## src/rtl/ldd_pkg.sv

```systemverilog
// Package: shared types for the double-word load unit.
// Assumes a 16-bit instruction word with an 8-bit short displacement.
package ldd_pkg;
    localparam int DISP_W = 8;

    typedef enum logic [2:0] {
        S_IDLE,
        S_PTR,
        S_PTRW,
        S_RD1,
        S_RD2,
        S_CAP
    } seq_state_t;

    typedef struct packed {
        logic              long_fmt;
        logic              indirect;
        logic [1:0]        tag;
        logic [DISP_W-1:0] disp;
    } ldd_fields_t;
endpackage

```

## src/rtl/ldd_decode.sv

```systemverilog
// Module: field extraction from the first instruction word.
// Assumes the opcode was already matched by the issuing logic; the
// indirect flag is only honoured in long format.
module ldd_decode
    import ldd_pkg::*;
#(
    parameter int WORD_W = 16
) (
    input  logic [WORD_W-1:0] instr_word,
    output ldd_fields_t       fields
);
    localparam int LONG_BIT = WORD_W - 6;
    localparam int TAG_LO   = WORD_W - 8;
    localparam int IND_BIT  = DISP_W - 1;

    // Purpose: slice the format, tag, indirect and displacement fields.
    always_comb begin
        fields.long_fmt = instr_word[LONG_BIT];
        fields.tag      = instr_word[TAG_LO+1:TAG_LO];
        fields.disp     = instr_word[DISP_W-1:0];
        fields.indirect = instr_word[LONG_BIT] & instr_word[IND_BIT];
    end
endmodule

```

## src/rtl/ldd_addr_gen.sv

```systemverilog
// Module: base address former (before any indirection).
// Short format: base register (iar or index) plus sign-extended
// displacement. Long format: address word plus optional index.
// All sums wrap modulo 2^WORD_W.
module ldd_addr_gen
    import ldd_pkg::*;
#(
    parameter int WORD_W = 16,
    parameter int NUM_XR = 3
) (
    input  ldd_fields_t                  fields,
    input  logic [WORD_W-1:0]            addr_word,
    input  logic [WORD_W-1:0]            iar,
    input  logic [NUM_XR:1][WORD_W-1:0]  xr,
    output logic [WORD_W-1:0]            base_addr
);
    localparam int EXT_W = WORD_W - DISP_W;

    logic [NUM_XR:0][WORD_W-1:0] idx_tbl;
    logic [WORD_W-1:0]           idx_val;
    logic [WORD_W-1:0]           offset;

    // Purpose: entry 0 is the no-index base, entries 1..N the index registers.
    assign idx_tbl[0] = fields.long_fmt ? '0 : iar;
    for (genvar g = 1; g <= NUM_XR; g++) begin : g_idx
        assign idx_tbl[g] = xr[g];
    end

    // Purpose: pick the base register and offset, then add.
    always_comb begin
        idx_val = idx_tbl[fields.tag];
        if (fields.long_fmt)
            offset = addr_word;
        else
            offset = {{EXT_W{fields.disp[DISP_W-1]}}, fields.disp};
        base_addr = idx_val + offset;
    end
endmodule

```

## src/rtl/ldd_seq.sv

```systemverilog
// Module: load sequencer. Steps through an optional pointer read, two
// data reads and a capture state, then pulses done for one cycle.
// Assumes one cycle of memory read latency. Start is ignored unless idle.
module ldd_seq
    import ldd_pkg::*;
(
    input  logic       clk,
    input  logic       rst_n,
    input  logic       start,
    input  logic       indirect,
    output seq_state_t state,
    output logic       accept,
    output logic       done
);
    seq_state_t nxt;

    assign accept = start && (state == S_IDLE);

    // Purpose: next-state selection.
    always_comb begin
        nxt = state;
        unique case (state)
            S_IDLE:  if (accept) nxt = indirect ? S_PTR : S_RD1;
            S_PTR:   nxt = S_PTRW;
            S_PTRW:  nxt = S_RD1;
            S_RD1:   nxt = S_RD2;
            S_RD2:   nxt = S_CAP;
            S_CAP:   nxt = S_IDLE;
            default: nxt = S_IDLE;
        endcase
    end

    // Purpose: state register and registered done pulse.
    always_ff @(posedge clk) begin
        if (!rst_n) begin
            state <= S_IDLE;
            done  <= 1'b0;
        end else begin
            state <= nxt;
            done  <= (state == S_CAP);
        end
    end

    // done never lasts more than one cycle
    a_r7_done_one_cycle: assert property (@(posedge clk) disable iff (!rst_n)
        done |=> !done);

    // done follows the capture state
    a_r7_done_after_cap: assert property (@(posedge clk) disable iff (!rst_n)
        done |-> ($past(state) == S_CAP));

    // a start during a load does not return the sequencer to idle early
    a_r8_no_restart: assert property (@(posedge clk) disable iff (!rst_n)
        (start && state == S_RD1) |=> (state == S_RD2));
endmodule

```

## src/rtl/ldd_exec.sv

```systemverilog
// Module: top of the double-word load unit. Samples the operands on an
// accepted start, forms the effective address, performs the reads and
// updates the accumulator and extension together.
// Assumes operands are valid while start is high and memory data
// arrives one cycle after mem_re. Never writes memory.
module ldd_exec
    import ldd_pkg::*;
#(
    parameter int WORD_W = 16
) (
    input  logic              clk,
    input  logic              rst_n,
    input  logic              start,
    input  logic [WORD_W-1:0] instr_word,
    input  logic [WORD_W-1:0] addr_word,
    input  logic [WORD_W-1:0] iar,
    input  logic [WORD_W-1:0] xr1,
    input  logic [WORD_W-1:0] xr2,
    input  logic [WORD_W-1:0] xr3,
    output logic              mem_re,
    output logic [WORD_W-1:0] mem_addr,
    input  logic [WORD_W-1:0] mem_rdata,
    output logic [WORD_W-1:0] acc,
    output logic [WORD_W-1:0] ext,
    output logic              done
);
    localparam int NUM_XR = 3;

    ldd_fields_t                 fields;
    logic [NUM_XR:1][WORD_W-1:0] xr_vec;
    logic [WORD_W-1:0]           base_addr;
    logic [WORD_W-1:0]           ea_q;
    logic [WORD_W-1:0]           word1_q;
    seq_state_t                  state;
    logic                        accept;

    assign xr_vec = {xr3, xr2, xr1};

    ldd_decode #(.WORD_W(WORD_W)) u_decode (
        .instr_word (instr_word),
        .fields     (fields)
    );

    ldd_addr_gen #(.WORD_W(WORD_W), .NUM_XR(NUM_XR)) u_addr (
        .fields    (fields),
        .addr_word (addr_word),
        .iar       (iar),
        .xr        (xr_vec),
        .base_addr (base_addr)
    );

    ldd_seq u_seq (
        .clk      (clk),
        .rst_n    (rst_n),
        .start    (start),
        .indirect (fields.indirect),
        .state    (state),
        .accept   (accept),
        .done     (done)
    );

    // Purpose: drive the read port from the sequencer state.
    always_comb begin
        mem_re   = (state == S_PTR) || (state == S_RD1) || (state == S_RD2);
        mem_addr = (state == S_RD2) ? (ea_q | WORD_W'(1)) : ea_q;
    end

    // Purpose: hold the pointer / effective address.
    always_ff @(posedge clk) begin
        if (!rst_n)
            ea_q <= '0;
        else if (accept)
            ea_q <= base_addr;
        else if (state == S_PTRW)
            ea_q <= mem_rdata;
    end

    // Purpose: stage the first word, then update both registers at once.
    always_ff @(posedge clk) begin
        if (!rst_n) begin
            word1_q <= '0;
            acc     <= '0;
            ext     <= '0;
        end else begin
            if (state == S_RD2)
                word1_q <= mem_rdata;
            if (state == S_CAP) begin
                acc <= word1_q;
                ext <= mem_rdata;
            end
        end
    end

    // the second data read targets the first with bit 0 set
    a_r6_pair_addr: assert property (@(posedge clk) disable iff (!rst_n)
        (state == S_RD2) |-> (mem_re && mem_addr == ($past(mem_addr) | WORD_W'(1))));

    // the effective address is frozen once data reads start
    a_r8_ea_frozen: assert property (@(posedge clk) disable iff (!rst_n)
        (state == S_RD2 || state == S_CAP) |-> $stable(ea_q));

    // outputs change only at the completing edge
    a_r7_hold_outputs: assert property (@(posedge clk) disable iff (!rst_n)
        !done |-> ($stable(acc) && $stable(ext)));

    // no read is issued while done is shown
    a_r7_idle_on_done: assert property (@(posedge clk) disable iff (!rst_n)
        done |-> !mem_re);
endmodule

```

## config.mk

```make
export PLATFORM = sky130hd
export DESIGN_NAME = ldd_exec
export DESIGN_NICKNAME = d
export VERILOG_FILES = /design/src/rtl/ldd_pkg.sv /design/src/rtl/ldd_decode.sv /design/src/rtl/ldd_addr_gen.sv /design/src/rtl/ldd_seq.sv /design/src/rtl/ldd_exec.sv
export SDC_FILE = /design/constraint.sdc
export NUM_CORES = 1
export LEC_CHECK = 0
export ABC_AREA = 1
export BUFFER_PORTS_ARGS = -buffer_cell sky130_fd_sc_hd__buf_2
export CAP_MARGIN = 5
export CORE_ASPECT_RATIO = 0.7
export CORE_MARGIN = 10
export CORE_UTILIZATION = 30
export DETAILED_ROUTE_END_ITERATION = 16
export GPL_ROUTABILITY_DRIVEN = 0
export SYNTH_ARGS = -nofsm -noshare
export SYNTH_HDL_FRONTEND = slang
export SYNTH_SLANG_ARGS = --single-unit
export TNS_END_PERCENT = 20
```

## constraint.sdc

```tcl
create_clock -name clk -period 2.7 [get_ports clk]
set_input_delay 0.405 -clock clk [delete_from_list [all_inputs] [get_ports clk]]
set_output_delay 0.405 -clock clk [all_outputs]
set_load 0.01 [all_outputs]
```

==> flow_summary.toml <==
[run_status]
outcome = "completed"

[clock_tree]
clk_latency_ns = 0.32
cts_tree = "yes"
numCtsBuffers = 9
post_cts_resized = 0
cts_root_buf = "clkbuf_16"
htreeDepth = 3
clockBufferDepth = 2
cts.sinks = 68
post_cts_buffers = 0
cts_hold_repair.buffers = 0
clk_pin_slew_ns = 0.05

[grt]
grt_usage_pct = 13.4
grt_pass1_wl_microns = 21500
antenna_found_initial = 1
grt_max_degree = 39
overflow = 0
grt_pass1_vias = 4365

[layout]
areaGrowthSynthToFinish_pct = 26.7
drive_gt1_share_pct = 26.3
layout_commonest_cell = "buf_2"
stdcell_count = 970
final_cell_mix = "159 x buf_2, 127 x nand2_1, 115 x nor2_1"
fin_nets = 906
fill_cells = 1542

[min_path]
hold_path_end = "u_seq.state[1]"
hold_depth = 2
hold_class = "input port to register"
min-delay-start = "instr_word[7]"

[timing]
skew_ns = 0.00510
rsz0062_at_grt = "false"
setup-tns-final_ns = 0
drv_slew = 0
worstMarginPinSlew_ns = 0.516
setup_viol = 0
hold_viol = 0
fin_crit_sh_pct = 83.6
fmax_mhz = 443
min_period_ns = 2.26
relSlewSlack_pct = 65.6
layout_setup_ws_ns = 0.444
fin_hold_ws_ns = 0.309

[drt]
vias_per_cell = 4.48
wl_per_cell_microns = 13.5
drt_wl_total_microns = 13100
drc_errors = 0
drt_iter0_markers = 257
ant_nets = 0
vias = 4341
drt_first_pass_iters = 4

[setup_path]
r2r_cells = 6
setup.worst_path.class = "input port to register"
path_max_fanout = 11
reg2reg_to = "ext[12]"
r2r_setup_slack_ns = 0.80
cp.required_ns = 2.95
cp-startpoint = "instr_word[8]"
cp-end-kind = "register"
cp.arrival_ns = 2.51
rr_startpoint = "u_seq.state[1]"
startpoint_type = "input port"

[die]
die_y_microns = 119
fp.coreArea_sq_mm = 0.0138
rows = 36
io_pins = 165
dieArea_sq_mm = 0.0192
start_util_pct = 30.4
die_width_microns = 161

[logic_synthesis]
ys_warn_count = 0
synth_seq_area_share_pct = 32.4
synth_top_area_share_pct = 32.4
synth-seq-cells = 68
synth_cells = 641
synthTopCellsByArea = "dfxtp_1 32%, nand2_1 11%, nor2_1 10%, o21ai_0 8.5%, a21oi_1 5.4%"
synthesis.area_per_instance_sq_um = 6.55
synth_cell_type_count = 37
syn_area_sq_mm = 0.00420
syn_nets = 772
yosysTopAreaCell = "dfxtp_1"

[power_and_ir_drop]
leakage_nw = 2.76
sw_frac_of_total_pct = 34.4
p_int_mw = 2.23
ir_worst_vdd_mv = 0.264
p_sw_mw = 1.17
clkPwrFrac_pct = 31.3
power.density_mw_per_mm2 = 640
power_frac_seq_pct = 35.6
comb_power_share_pct = 33.1

[placed_design]
hpwlAfterDp_microns = 10600
post-place-ws_ns = 0.0865
portBuffers = 159
dp_cells = 954

[flow_run]
cap_violations = 0
==> state kept, by name, indices dropped and copies added, names as in the netlist <==
name,count
u_seq.done,1
acc,16
word1_q,16
ext,16
u_seq.state,3
ea_q,16
==> power groups by stage <==
stage	Clock (mW)	Combinational [mW]	Sequential [mW]
after CTS	1.11	1.14	1.21
after detailed placement	0	1.14	1.23
after global placement	0	1.13	1.23
after global routing	1.16	1.30	1.24
final	1.07	1.13	1.21
after floorplan	0	0.897	1.22
==> synth_stat cells <==
cell / count
inv_1: 59
o211ai_2: 2
a21oi_2: 5
o311ai_0: 1
o21ai_1: 1
a211oi_1: 1
o21ai_0: 71
dfxtp_1: 68
a31oi_1: 1
nand3_1: 22
nor3_1: 3
a21oi_1: 45
nand2_1: 127
xor2_1: 5
fa_1: 1
nand3_2: 1
nor2_4: 3
a22oi_1: 15
o211ai_1: 2
xnor2_1: 2
nor2_8: 1
nor3_2: 1
ha_1: 15
buf_4: 18
buf_2: 9
o22ai_1: 14
buf_6: 3
nor2_2: 1
or2_2: 2
nand2_4: 1
clkbuf_1: 16
inv_2: 5
nor2_1: 115
nand3b_1: 1
clkinv_1: 1
buf_1: 1
nand4_1: 2
==> how the worst max path moves through the flow <==
stage                    end  slack (ns)  depth (start not counted)
CTS                 ea_q[15]        0.44                         15
global route        ea_q[12]        0.16                         17
detailed placement  ea_q[15]        0.09                         15
global placement    ea_q[15]        0.10                         15
floorplan           ea_q[12]        0.31                         16
finish              ea_q[12]        0.44                         16
==> routing by layer <==
metal	share of wire [%]	vias to the layer above	GRT usage (%)	wire length (microns)
met1	49	1900	17.6	6400
met4	0.48	0	1.70	63
met3	6.3	8	4.40	832
met5	0	-	0	0
met2	44	87	21.5	5840
li1	-	2346	-	-
==> per-stage QoR <==
| stage | utilization (%) | cell area (sq um) | power [mW] |
|---|---|---|---|
| after detailed placement | 36.5 | 5050 | 2.37 |
| after floorplan | - | 4200 | 2.11 |
| final | 38.5 | 5330 | 3.41 |
| after CTS | 38.5 | 5320 | 3.46 |
| after global routing | 38.5 | 5320 | 3.69 |
| after global placement | 36.5 | 5050 | 2.36 |
==> critical path: stages <==
cell and delay, ns:
buf_2 0.17, inv_1 0.13, o21ai_0 0.08, o22ai_1 0.17, ha_1 0.19, inv_1 0.06
fa_1 0.39, inv_1 0.10, nand3_1 0.07, nand3_1 0.16, nand3_1 0.15, nand3_1 0.10
nand2_1 0.05, nand3_1 0.09, nand2_1 0.07, a21oi_1 0.11
==> area by class of cell <==
type	count	area [sq um]	share of cell area (%)
clock buffers	13	260	4.89
multi-input cells	461	2320	43.5
flip-flops and latches	68	1360	25.6
well taps	190	238	4.46
inverters	65	244	4.58
clock inverters	2	10.0	0.188
repair buffers	170	891	16.7
diodes	1	2.50	0.0470
==> cells by family after synthesis <==
group | after synthesis | synth area share, %
and+or+nand+nor | 280 | 27.5
AOI/OAI and AO/OA | 158 | 21.2
buffers and inverters | 112 | 12.4
DFF | 68 | 32.4
adders and majority gates | 16 | 4.94
xor gates and xnor gates | 7 | 1.46
No activity file was read; power rests on OpenSTA's default activity.
